$ cat src/rtl/occ_flags_pkg.sv
package occ_flags_pkg;

   typedef struct packed {
      logic empty_n;
      logic full_n;
      logic half_n;
      logic almost_n;
   } occ_flags_t;

   localparam occ_flags_t FLAGS_RST = '{empty_n: 1'b0, full_n: 1'b1,
                                        half_n: 1'b1, almost_n: 1'b0};

endpackage

$ cat src/rtl/occ_counter.sv
module occ_counter #(
   parameter int DEPTH = 256,
   parameter int CW    = $clog2(DEPTH + 1)
) (
   input  logic          clk,
   input  logic          rst_n,
   input  logic          wr_inc,
   input  logic          rd_dec,
   output logic [CW-1:0] cnt_nx
);
   localparam logic [CW-1:0] DEPTH_C = CW'(DEPTH);

   logic [CW-1:0] cnt_q;
   logic          inc_ok;
   logic          dec_ok;

   always_comb begin
      inc_ok = wr_inc && (cnt_q != DEPTH_C);
      dec_ok = rd_dec && (cnt_q != '0);
      unique case ({inc_ok, dec_ok})
         2'b10:   cnt_nx = cnt_q + CW'(1);
         2'b01:   cnt_nx = cnt_q - CW'(1);
         default: cnt_nx = cnt_q;
      endcase
   end

   always_ff @(posedge clk or negedge rst_n) begin
      if (!rst_n) cnt_q <= '0;
      else        cnt_q <= cnt_nx;
   end

   assert_no_overflow_R4: assert property (@(posedge clk) disable iff (!rst_n)
      cnt_q <= DEPTH_C);
   assert_full_hold_R4: assert property (@(posedge clk) disable iff (!rst_n)
      (cnt_q == DEPTH_C && wr_inc && !rd_dec) |=> cnt_q == DEPTH_C);
   assert_empty_hold_R4: assert property (@(posedge clk) disable iff (!rst_n)
      (cnt_q == '0 && rd_dec && !wr_inc) |=> cnt_q == '0);
   assert_both_hold_R5: assert property (@(posedge clk) disable iff (!rst_n)
      (wr_inc && rd_dec && cnt_q != '0 && cnt_q != DEPTH_C) |=> $stable(cnt_q));

endmodule

$ cat src/rtl/occ_window.sv
module occ_window #(
   parameter int CW = 9,
   parameter int LO = 0,
   parameter int HI = 0
) (
   input  logic [CW-1:0] cnt,
   output logic          hit
);
   localparam logic [CW-1:0] LO_C = CW'(LO);
   localparam logic [CW-1:0] HI_C = CW'(HI);

   initial assert (LO <= HI) else $error("occ_window: LO above HI");

   generate
      if (LO == HI) begin : g_point
         assign hit = (cnt == LO_C);
      end else if (LO == 0) begin : g_upper
         assign hit = (cnt <= HI_C);
      end else begin : g_band
         assign hit = (cnt >= LO_C) && (cnt <= HI_C);
      end
   endgenerate

endmodule

$ cat src/rtl/occ_flags.sv
module occ_flags
   import occ_flags_pkg::*;
#(
   parameter int DEPTH = 256
) (
   input  logic clk,
   input  logic rst_n,
   input  logic wr_inc,
   input  logic rd_dec,
   input  logic single_mode,
   output logic empty_n,
   output logic full_n,
   output logic half_n,
   output logic almost_n
);
   localparam int CW    = $clog2(DEPTH + 1);
   localparam int NWIN  = 4;
   // window order: zero, full, above half, middle band
   localparam int LO_B [NWIN] = '{0, DEPTH, DEPTH / 2 + 1, DEPTH / 8};
   localparam int HI_B [NWIN] = '{0, DEPTH, DEPTH, 7 * DEPTH / 8};

   initial assert (DEPTH >= 8 && DEPTH % 8 == 0)
      else $error("occ_flags: DEPTH must be a multiple of 8");

   logic [CW-1:0]   cnt_nx;
   logic [NWIN-1:0] hit;
   occ_flags_t      flags_d;
   occ_flags_t      flags_q;

   occ_counter #(.DEPTH(DEPTH), .CW(CW)) u_cnt (
      .clk    (clk),
      .rst_n  (rst_n),
      .wr_inc (wr_inc),
      .rd_dec (rd_dec),
      .cnt_nx (cnt_nx)
   );

   for (genvar i = 0; i < NWIN; i++) begin : g_win
      occ_window #(.CW(CW), .LO(LO_B[i]), .HI(HI_B[i])) u_win (
         .cnt (cnt_nx),
         .hit (hit[i])
      );
   end

   always_comb begin
      flags_d.empty_n  = !hit[0];
      flags_d.full_n   = !hit[1];
      flags_d.half_n   = !hit[2];
      flags_d.almost_n = hit[3] || !single_mode;
   end

   always_ff @(posedge clk or negedge rst_n) begin
      if (!rst_n) flags_q <= FLAGS_RST;
      else        flags_q <= flags_d;
   end

   assign empty_n  = flags_q.empty_n;
   assign full_n   = flags_q.full_n;
   assign half_n   = flags_q.half_n;
   assign almost_n = flags_q.almost_n;

   assert_empty_excl_R1: assert property (@(posedge clk) disable iff (!rst_n)
      !empty_n |-> (full_n && half_n));
   assert_full_half_R2: assert property (@(posedge clk) disable iff (!rst_n)
      !full_n |-> !half_n);
   assert_edge_almost_R3: assert property (@(posedge clk) disable iff (!rst_n)
      (single_mode && (!empty_n || !full_n)) |=> (!almost_n || (empty_n && full_n)));
   assert_multi_almost_R6: assert property (@(posedge clk) disable iff (!rst_n)
      !single_mode |=> almost_n);

endmodule

$ cat config.mk
export PLATFORM = sky130hd
export DESIGN_NAME = occ_flags
export DESIGN_NICKNAME = d
export VERILOG_FILES = /design/src/rtl/occ_flags_pkg.sv /design/src/rtl/occ_counter.sv /design/src/rtl/occ_window.sv /design/src/rtl/occ_flags.sv
export SDC_FILE = /design/constraint.sdc
export NUM_CORES = 1
export LEC_CHECK = 0
export BUFFER_PORTS_ARGS = -buffer_cell sky130_fd_sc_hd__buf_2
export CAP_MARGIN = 20
export CORE_MARGIN = 1
export CORE_UTILIZATION = 55
export CTS_BUF_LIST = sky130_fd_sc_hd__clkbuf_16
export DETAILED_ROUTE_END_ITERATION = 10
export GPL_TIMING_DRIVEN = 0
export PLACE_DENSITY_LB_ADDON = 0.05
export RECOVER_POWER = 50
export SLEW_MARGIN = 5
export SYNTH_ARGS = -nofsm -noshare
export SYNTH_HDL_FRONTEND = slang
export SYNTH_SLANG_ARGS = --single-unit
export TNS_END_PERCENT = 5
$ cat constraint.sdc
create_clock -name clk -period 6.2 [get_ports clk]
set_clock_uncertainty 0.1 [all_clocks]
set_input_delay 0.93 -clock clk [delete_from_list [all_inputs] [get_ports clk]]
set_output_delay 0.93 -clock clk [all_outputs]
set_load 0.03 [all_outputs]
==> results of run 1 <==
==> cell type report <==
cell class	count	area, sq um
clock buffer	3	75.1
clock inverter	1	5.00
buffer	2	10.0
inverter	2	7.51
multi-input combinational	86	678
fill	149	556
sequential	13	328
tap	25	31.3
timing repair buffer	8	36.3
==> how the worst min path moves through the flow <==
stage | start | endpoint | slack (ns)
CTS | rst_n | u_cnt.cnt_q[8] | 0.47
global route | u_cnt.cnt_q[4] | u_cnt.cnt_q[4] | 0.52
global placement | u_cnt.cnt_q[4] | u_cnt.cnt_q[4] | 0.48
finish | u_cnt.cnt_q[4] | u_cnt.cnt_q[4] | 0.49
detailed placement | u_cnt.cnt_q[4] | u_cnt.cnt_q[4] | 0.48
floorplan | u_cnt.cnt_q[4] | u_cnt.cnt_q[4] | 0.43
==> routing by layer <==
layer / global-route usage / vias to the layer above / share of wire
met1: 0.303 / 425 / 0.44
met4: 0.0364 / 0 / 0
met3: 0.0960 / 0 / 0.058
met2: 0.391 / 21 / 0.50
met5: 0 / - / 0
li1: - / 424 / -
==> power by group <==
group | internal (W) | total [W] | switching, W | leakage, nW
combinational | 0.000125 | 0.000315 | 0.000190 | 0.295
clock | 0.0000857 | 0.000122 | 0.0000359 | 0.0409
sequential | 0.000121 | 0.000157 | 0.0000360 | 0.146
==> flip-flops by register name, summed over array words and instances (netlist names) <==
signal       cells
full_n           1
empty_n          1
almost_n         1
u_cnt.cnt_q      9
half_n           1
==> Yosys cell counts, types with 3 or more instances <==
cell type and number:
nor2_1 10, nor3_1 3, nand3_1 3, ha_1 8, o21a_1 3, nand2_1 7
dfrtp_1 11, a21oi_1 4
==> kinds of logic after synthesis <==
kind of cell / synth area share
xor+xnor: 0.0171
fa+ha+maj: 0.117
mux: 0.0110
flops: 0.320
compound gates: 0.284
simple gates: 0.234
buf+inv: 0.0171
==> worst max-delay path, stage by stage (launching register included) <==
cell and delay (ns):
dfrtp_1 0.46, nor4_1 0.38, nand2_1 0.10, o21a_1 0.19, ha_1 0.39, fa_1 0.49
a211oi_2 0.44, or4_1 0.20, nand3_2 0.10, nor4_4 0.35, and2_1 0.20, nand3b_1 0.09
==> through the flow <==
step / std cells / power [W] / area [sq um] / hold slack, ns / worst slack [ns]
4_1_cts: 140 / 0.000597 / 1170 / 0.473 / 2.55
5_1_grt: 140 / 0.000639 / 1170 / 0.521 / 2.32
3_5_place_dp: 136 / 0.000469 / 1090 / 0.482 / 2.57
2_1_floorplan: 103 / 0.000406 / 1020 / 0.425 / 2.97
6_report: 140 / 0.000593 / 1170 / 0.492 / 2.57
3_3_place_gp: 136 / 0.000461 / 1090 / 0.481 / 2.62
==> impl_results.md, run 1 <==
- Share of async-settable or async-resettable flops after synthesis: 1.00
- Number of DRC violations after detailed routing: 0
- Critical Path Sink: empty_n
- Worst setup slack for register-to-register paths: between 2 and 3 ns
- Instance count along the most critical hold path: 2
- Cell area power density: between 500 and 600 nW/um^2
- Cell variety after synth: between 40 and 50
- Final Setup Violations: 0
- Fin. max-slew vios: 0
- Synth warnings: 0
- Number of nets at the end of the flow: 130
- Post-synth EDFFs: 0
- Sum of negative setup slack: 0 ns
- Timing startpoint of the critical path: u_cnt.cnt_q[0]
- Die Span Y: between 40 and 50 microns
- DR vias/cell: a little over 6
- VDD IR max: roughly 290 uV
- Total inserted antenna cells: 0
- Synthesized area: between 1000 and 1500 sq um
- Kind of path behind the tightest hold check: reg2reg
- Total leakage power: roughly 0.48 nW
- Run status: completed
- Initial antenna violation count: 0
- Number of buffers inserted by port buffering: 8
- Post-detail-place hpwl: ~1.6 mm
- Routed WL per cell: between 15 and 20 microns
- Starting density of the core: 0.593
- Destination of the worst register-to-register timing path: empty_n
- Insertion delay of the later-clocked pin in the worst-skew pair: ~0.24 ns
- Reg-to-reg startpoint: u_cnt.cnt_q[0]
- Buffer count from post-CTS setup fixing: 0
- Detail Route Antenna Nets: 0
- Post-synthesis register bit count: 13
- Data required time at the worst endpoint: between 6 and 7 ns
- Routability Congestion: 0.869
- Total die area: a little over 2000 sq um
- Average cell area after synthesis: 9.94 sq um
- Most common cell after layout, fill and taps aside: dfrtp_1
- H-tree Lvls: 1
- Highest-count cells in the layout ignoring fill and taps: 11 x dfrtp_1, 10 x nor2_1, 8 x ha_1
- Pin count of the biggest net entering global routing: 14
- Data arrival time of the critical path: 3.64 ns
- Net Count, Synth: roughly 120
- Sequential-to-total area share from yosys stat: 0.320
- Area share of the largest cell type after synthesis: 0.269
- Total iterations of the first detailed-routing run: 4
- Routed WL: around 2.2 mm
- Rel. slew slack: 0.517
- Synthesis-to-layout area growth: 14.4%
- Post-Syn Instances: just over 100
- Vias in the first global route: between 700 and 800
- Most instantiated flip-flop cell in the synthesis netlist: dfrtp_1
- IO Count: 9
- Total of cells resized after clock tree synthesis: 0
- Standard cell core area: between 1500 and 2000 sq um
- Overflow left after global routing: 0
- Wire length of the first global-routing pass: around 3.4 mm
- Clock tree from TritonCTS: yes
- Post-CTS Hold Fix Bufs: 0
- Slew @ Worst Pin: approximately 0.72 ns
- Placement Rows: 15
- Clock Path Buffers: 2
- Ranking of synthesized cells by area: dfrtp_1 27%, ha_1 9.8%, dfstp_2 5.1%
- CTS Root Cell: clkbuf_16
- Setup repair after global routing missed its margin: false
- Final Hold Fails: 0
- Chip width: between 40 and 50 microns
- Crit path capture type: register
- Number of buffers created by CTS: 3
- Cell accounting for the most synthesized area: dfrtp_1
- Number of cell instances on the worst register-to-register path: 11
- Fmax: between 0.2 and 0.3 GHz
- Share of the cycle needed by the critical path after routing: 0.585
- Fraction of final layout cells with drive strength greater than 1: 0.235
- Fin crit period: about 3.6 ns
- Classification of the worst setup path: reg2reg
- Critical Path Source Type: register
- Global-route usage over all layers: 0.239
- CP max FO: 13
- Maxcap violations: 0
- Post-Route Utilization: 0.678
- Vias: 870
- Clock Sink Count: 13
- Clock transition at path regs: around 0.05 ns
- Drt initial violations: 5
No activity file was read; power rests on OpenSTA's default activity.
==> run 2: changes to the inputs <==
ABC_AREA = 1   (was unset)
clock period = 3.54 ns   (was 6.2 ns; I/O delays follow)
==> run 2 against run 1 <==
Sequential power grew 78%; utilization is 0.74 points higher; critical path type unchanged; cell area up 4.4%; first-iteration DRC count up 100%; via count grew 5.2%; highest routed layer is now met4; clock power rose by 70%.
==> impl_results.md, run 2 <==
- H-tree Lvls: 1 (unchanged)
- Number of buffers inserted by port buffering: 8 (unchanged)
- Share of the cycle needed by the critical path after routing: 0.895 (+0.310)
- Clock Sink Count: 13 (unchanged)
- Cell accounting for the most synthesized area: dfrtp_1
- Wire length of the first global-routing pass: 3.46 mm (+1.6%)
- Routed WL per cell: 11.1 microns (-28%)
- Most instantiated flip-flop cell in the synthesis netlist: dfrtp_1
- Post-synth EDFFs: 0 (unchanged)
- Post-CTS Hold Fix Bufs: 0 (unchanged)
- Post-detail-place hpwl: 1.63 mm (+0.51%)
- Setup repair after global routing missed its margin: false
- Clock tree from TritonCTS: yes
- Total iterations of the first detailed-routing run: 4 (unchanged)
- Met3 routed WL: 38 microns (-69%)
- Area share of the largest cell type after synthesis: 0.256 (-0.0125)
- Total die area: 2130 sq um (+4.7%)
- Clock Path Buffers: 2 (unchanged)
- Sum of negative setup slack: 0 ns (unchanged)
- Fraction of final layout cells with drive strength greater than 1: 0.168 (-0.0671)
- Number of buffers created by CTS: 3 (unchanged)
- Buffer count from post-CTS setup fixing: 0 (unchanged)
- Area after detailed placement: 1140 sq um (+4.6%)
- Fin crit period: 3.17 ns (-0.460 ns)
- Synthesis-to-layout area growth: 13.9%
- Pin count of the biggest net entering global routing: 14 (unchanged)
- DR vias/cell: 4.77 (-23%)
- Rel. slew slack: 0.535 (+0.0180)
- Finished Cell Area: 1220 sq um (+4.4%)
- Average cell area after synthesis: 6.93 sq um (-30%)
- Met1 wire length: 1.07 mm (+12%)
- Clock transition at path regs: 0.04 ns (about the same)
- Chip width: 46.2 microns (+2.3%)
- Largest register FFs: 9 (unchanged)
- Synthesized area: 1070 sq um (+4.9%)
- Detail Route Antenna Nets: 0 (unchanged)
- Standard cell core area: 1780 sq um (+3.3%)
- Overflow left after global routing: 0 (unchanged)
- Kind of path behind the tightest hold check: in2async
- Classification of the worst setup path: reg2reg
- Vias: 915 (+5.2%)
- Synth warnings: 0 (unchanged)
- Fmax: 0.315 GHz (+15%)
- CP max FO: 9 (-4)
- Tot Pwr: 0.00107 W (+81%)
- Slew @ Worst Pin: 0.698 ns (-0.0270 ns)
- Total of cells resized after clock tree synthesis: 0 (unchanged)
- Highest routed metal layer: met4
- Most common cell after layout, fill and taps aside: nand2_1
- Sequential-to-total area share from yosys stat: 0.305 (-0.0149)
- Final Setup Violations: 0 (unchanged)
- Final Hold Fails: 0 (unchanged)
- WL met2: 1.02 mm (-5.4%)
- Post-Route Utilization: 0.686 (+0.00735)
- Net Count, Synth: 169 (+44%)
- Post-synthesis register bit count: 13 (unchanged)
- CTS Root Cell: clkbuf_16
- Insertion delay of the later-clocked pin in the worst-skew pair: 0.24 ns (about the same)
- Share of async-settable or async-resettable flops after synthesis: 1.00 (unchanged)
- Drt initial violations: 10 (+5)
- Die Span Y: 46.2 microns (+2.3%)
- Number of DRC violations after detailed routing: 0 (unchanged)
- Total inserted antenna cells: 0 (unchanged)
- Dominant cell by count in the synthesized netlist: nand2_1
- Data arrival time of the critical path: 3.16 ns (-0.48 ns)
- Fin. max-slew vios: 0 (unchanged)
- Routed WL: 2.13 mm (-1.0%)
- Run status: completed
- Cell variety after synth: 28 (-38%)
- Commonest cells in the netlist: 51 x nand2_1, 23 x inv_1, 16 x nand3_1, 12 x nor2_1, 11 x dfrtp_1
- Placement Rows: 15 (unchanged)
- Maxcap violations: 0 (unchanged)
- Cell area power density: 878 nW/um^2 (+73%)
- Ranking of synthesized cells by area: dfrtp_1 26%, nand2_1 18%, ha_1 9.3%
- IO Count: 9 (unchanged)
- Critical Path Source Type: register
- Starting density of the core: 0.602 (+0.00935)
- Register name with the most flops: u_cnt.cnt_q
- Number of nets at the end of the flow: 182 (+40%)
- Global-route usage over all layers: 0.229 (-0.00991)
- Crit path capture type: register
- Vias in the first global route: 819 (+6.2%)
- Highest-count cells in the layout ignoring fill and taps: 51 x nand2_1, 24 x inv_1, 16 x nand3_1
- VDD IR max: 533 uV (+87%)
- Total leakage power: 0.654 nW (+36%)
- Routability Congestion: 0.860 (-0.97%)
- Initial antenna violation count: 0 (unchanged)
- Data required time at the worst endpoint: 3.53 ns (-2.68 ns)
- Post-Syn Instances: 155 (+50%)
run 2: final timing paths:
| kind | from | endpoint | slack [ns] | cells after the start |
|---|---|---|---|---|
| setup reg to reg | u_cnt.cnt_q[7] | empty_n | 0.37 | 17 |
| min in group clk | single_mode | almost_n | 0.35 | 2 |
| hold / removal | rst_n | u_cnt.cnt_q[7] | 0.21 | 1 |
| hold reg to reg | u_cnt.cnt_q[2] | u_cnt.cnt_q[2] | 0.47 | 2 |
| setup / recovery | u_cnt.cnt_q[7] | empty_n | 0.37 | 17 |
| max in group asynchronous | rst_n | u_cnt.cnt_q[2] | 2.69 | 1 |
run 2: cell families (layout without fill, tap and decap cells):
family / Yosys count / in the layout / synth area share
flops: 13 / 13 / 0.305
compound gates: 7 / 7 / 0.0525
fa+ha+maj: 9 / 9 / 0.112
xor+xnor: 2 / 2 / 0.0163
simple gates: 93 / 93 / 0.393
buf+inv: 31 / 43 / 0.121
run 2: per-layer routing:
metal,vias up,global-route usage
met5,-,0
met4,0,0.0765
met3,2,0.0275
met2,12,0.377
met1,389,0.310
li1,512,-
run 2: power by group:
group	switching [W]	internal, W	leakage (nW)
clock	0.0000589	0.000149	0.0423
sequential	0.0000638	0.000216	0.146
combinational	0.000379	0.000207	0.465
run 2: critical path, cell delays in order, from the launching register on:
cell and delay, ns:
dfrtp_1 0.41, nor2_1 0.11, nand3_1 0.08, nor3_1 0.14, nor3b_1 0.29, a21boi_1 0.12, ha_2 0.29, fa_1 0.43
nand2_1 0.11, nand2_1 0.11, nand3_1 0.12, nand2_1 0.06, nand2_1 0.05, nand3_1 0.07, nand2_2 0.14, nand2_1 0.07
nor2_1 0.19, nand4_1 0.14
run 2: layout make-up:
class	count	area [sq um]
Clock inverter	1	3.75
Fill cell	155	561
Inverter	29	111
Clock buffer	3	75.1
Multi-Input combinational cell	111	618
Tap cell	25	31.3
Buffer	2	18.8
Sequential cell	13	328
Timing Repair Buffer	8	36.3
run 2: stage by stage:
| step | hold WS, ns | instances | setup slack (ns) |
|---|---|---|---|
| 2_1_floorplan | 0.135 | 155 | 0.787 |
| 3_3_place_gp | 0.325 | 188 | 0.346 |
| 4_1_cts | 0.0843 | 192 | 0.223 |
| 6_report | 0.215 | 192 | 0.370 |
| 3_5_place_dp | 0.332 | 188 | 0.290 |
| 5_1_grt | 0.279 | 192 | 0.0200 |
==> run 3: changes to the inputs <==
BUFFER_PORTS_ARGS = unset   (was -buffer_cell sky130_fd_sc_hd__buf_2)
CORE_UTILIZATION = 50   (was 55)
CTS_CLUSTER_SIZE = 10   (was unset)
DONT_BUFFER_PORTS = 1   (was unset)
==> run 3 against run 2 <==
Critical path type unchanged; power fell by 1.0%; global-route usage fell by 2.9 points; largest cell class unchanged; critical endpoint is now almost_n; register-to-register slack improved by 0.04 ns; largest power group unchanged.
==> impl_results.md, run 3 (synthesis results as in run 2) <==
- Post-detail-place hpwl: 1.60 mm (-2.1%)
- Vias in the first global route: 890 (+8.7%)
- Number of buffers inserted by port buffering: 0 (-8)
- Run status: completed
- Number of nets at the end of the flow: 175 (-3.8%)
- Met1 Usage GRT: 0.284 (-0.0255)
- Overflow left after global routing: 0 (unchanged)
- Clock transition at path regs: 0.04 ns (about the same)
- Area of the multi-input gates: 621 sq um (+0.40%)
- Share of the cycle needed by the critical path after routing: 0.884 (-0.0114)
- Critical Path Source Type: register
- Kind of path behind the tightest hold check: in2async
- Finished Cell Area: 1200 sq um (-1.7%)
- Global-route usage over all layers: 0.201 (-0.0288)
- Buffer count from post-CTS setup fixing: 0 (unchanged)
- Total iterations of the first detailed-routing run: 4 (unchanged)
- Worst setup slack for register-to-register paths: 0.41 ns (+0.04 ns)
- Clock Sink Count: 13 (unchanged)
- Classification of the worst setup path: reg2reg
- Slew @ Worst Pin: 0.522 ns (-0.176 ns)
- Synthesis-to-layout area growth: 11.9%
- Reported net switching power: 0.000497 W (-0.89%)
- Reg-to-reg startpoint: u_cnt.cnt_q[7]
- Tot Pwr: 0.00106 W (-1.0%)
- Starting density of the core: 0.542 (-0.0604)
- Most common cell after layout, fill and taps aside: nand2_1
- Rel. slew slack: 0.651 (+0.116)
- GRT met3 Usage: 0.0189 (-0.00858)
- Insertion delay of the later-clocked pin in the worst-skew pair: 0.24 ns (about the same)
- Total die area: 2340 sq um (+9.6%)
- H-tree Lvls: 1 (unchanged)
- Total leakage power: 0.639 nW (-2.2%)
- Highest-count cells in the layout ignoring fill and taps: 51 x nand2_1, 24 x inv_1, 16 x nand3_1
- Timing startpoint of the critical path: u_cnt.cnt_q[7]
- Detail Route Antenna Nets: 0 (unchanged)
- Clock Path Buffers: 2 (unchanged)
- Number of DRC violations after detailed routing: 0 (unchanged)
- Tightest hold margin: 0.0365 ns (-0.178 ns)
- Data arrival time of the critical path: 3.16 ns (about the same)
- Final Hold Fails: 0 (unchanged)
- Fraction of final layout cells with drive strength greater than 1: 0.144 (-0.0239)
- Clock group share of total power: 0.191 (-0.002)
- Switching power as a share of total power: 0.468 (+0.000557)
- Fin crit period: 3.13 ns (-0.0404 ns)
- Final Setup Violations: 0 (unchanged)
- Area after detailed placement: 1110 sq um (-3.3%)
- CP max FO: 9 (unchanged)
- Die Span Y: 48.3 microns (+4.7%)
- FF/Latch Area: 328 sq um (unchanged)
- Wire length of the first global-routing pass: 3.75 mm (+8.4%)
- Chip width: 48.3 microns (+4.7%)
- Crit path capture type: register
- Maxcap violations: 0 (unchanged)
- Sum of negative setup slack: 0 ns (unchanged)
- Routed WL per cell: 11.2 microns (+0.70%)
- Total inserted antenna cells: 0 (unchanged)
- Setup repair after global routing missed its margin: false
- Register name with the most flops: u_cnt.cnt_q
- Number of cell instances on the worst register-to-register path: 19 (+2)
- Data required time at the worst endpoint: 3.57 ns (+0.04 ns)
- Number of buffers created by CTS: 3 (unchanged)
- Clock tree from TritonCTS: yes
- Critical Path Sink: almost_n
- Standard cell core area: 1980 sq um (+11%)
- Fill cell total of the finished layout: 186 (+20%)
- CTS Root Cell: clkbuf_16
- Pin count of the biggest net entering global routing: 12 (-2)
- DR vias/cell: 5.02 (+5.4%)
- Internal power summed over all cells: 0.000565 W (-1.1%)
- Routed WL: 2.09 mm (-1.9%)
- Most crowded layer after global routing: met2
- Vias: 939 (+2.6%)
- IO Count: 9 (unchanged)
- Global-route track usage on met2: 0.333 (-0.0441)
- Fmax: 0.320 GHz (+1.3%)
- Initial antenna violation count: 0 (unchanged)
- Drt initial violations: 19 (+9)
- Cell area power density: 884 nW/um^2 (+0.75%)
- Fin. max-slew vios: 0 (unchanged)
- Placement Rows: 16 (+1)
- Share of power burned in combinational logic: 0.524 (-0.022)
- Largest register FFs: 9 (unchanged)
- Part of the total power dissipated in sequential elements: 0.285 (+0.024)
- VDD IR max: 450 uV (-16%)
- Destination of the worst register-to-register timing path: almost_n
- Routability Congestion: 0.840 (-2.4%)
-- run 3: cell types whose count changed in the layout (fill, tap and decap cells not counted), sizes merged --
| cell | change |
|---|---|
| dlygate4sd3 | +1 |
| buf | -5 |
| clkbuf | -3 |
-- run 3: how the worst min path moves through the flow --
stage,to,slack (ns),cells past startpoint
2_1_floorplan,almost_n,0.14,0
3_5_place_dp,u_cnt.cnt_q[6],0.14,0
6_report,full_n,0.04,0
4_1_cts,half_n,0.03,0
3_3_place_gp,u_cnt.cnt_q[6],0.14,0
5_1_grt,half_n,0.03,0
-- run 3: repair_timing --
action | in CTS | in global routing
endpoints found under the setup margin | 0 | 1
hold buffers | 1 | 0
resized for setup | 0 | 1
hold endpoints to repair | 11 | 0
-- run 3: cell type report --
class | instances | share of cell area
inverter | 29 | 0.0927
buffer | 2 | 0.0156
timing repair buffer | 1 | 0.00833
clock buffer | 3 | 0.0625
sequential | 13 | 0.273
multi-input combinational | 111 | 0.517
tap | 27 | 0.0281
clock inverter | 1 | 0.00313
-- run 3: routing by layer --
| layer | part of all wire | vias up | routed length, microns |
|---|---|---|---|
| met5 | 0 | - | 0 |
| met4 | 0.0024 | 0 | 5 |
| met3 | 0.012 | 2 | 25 |
| met2 | 0.47 | 12 | 978 |
| met1 | 0.52 | 432 | 1080 |
| li1 | - | 493 | - |
-- run 3: power groups by stage --
| stage | registers, W | clock network (W) | logic [W] |
|---|---|---|---|
| final | 0.000303 | 0.000203 | 0.000556 |
| after global routing | 0.000310 | 0.000214 | 0.000643 |
| after CTS | 0.000300 | 0.000207 | 0.000555 |
| after detailed placement | 0.000301 | 0 | 0.000546 |
| after global placement | 0.000301 | 0 | 0.000526 |
| after floorplan | 0.000286 | 0 | 0.000457 |
-- run 3: per-stage QoR --
step / utilization / setup slack, ns / std cells
after floorplan: - / 0.787 / 155
after global placement: 0.559 / 0.344 / 182
after detailed placement: 0.559 / 0.346 / 182
after CTS: 0.604 / 0.328 / 187
after global routing: 0.606 / 0.0913 / 187
final: 0.606 / 0.411 / 187
-- run 3: critical path: stages (launching register included) --
cell,delay [ns]
dfrtp_1,0.40
nor2_1,0.11
nand3_1,0.08
nor3_1,0.15
nor3b_2,0.22
a21boi_1,0.09
ha_1,0.36
fa_1,0.46
nand2_1,0.11
nand2_1,0.11
nand3_1,0.12
nand2_1,0.06
nand2_1,0.05
nand3_1,0.07
nand2_2,0.13
nand2_1,0.07
nor2_1,0.16
nor2_1,0.06
nand2_1,0.06
nand2_1,0.04
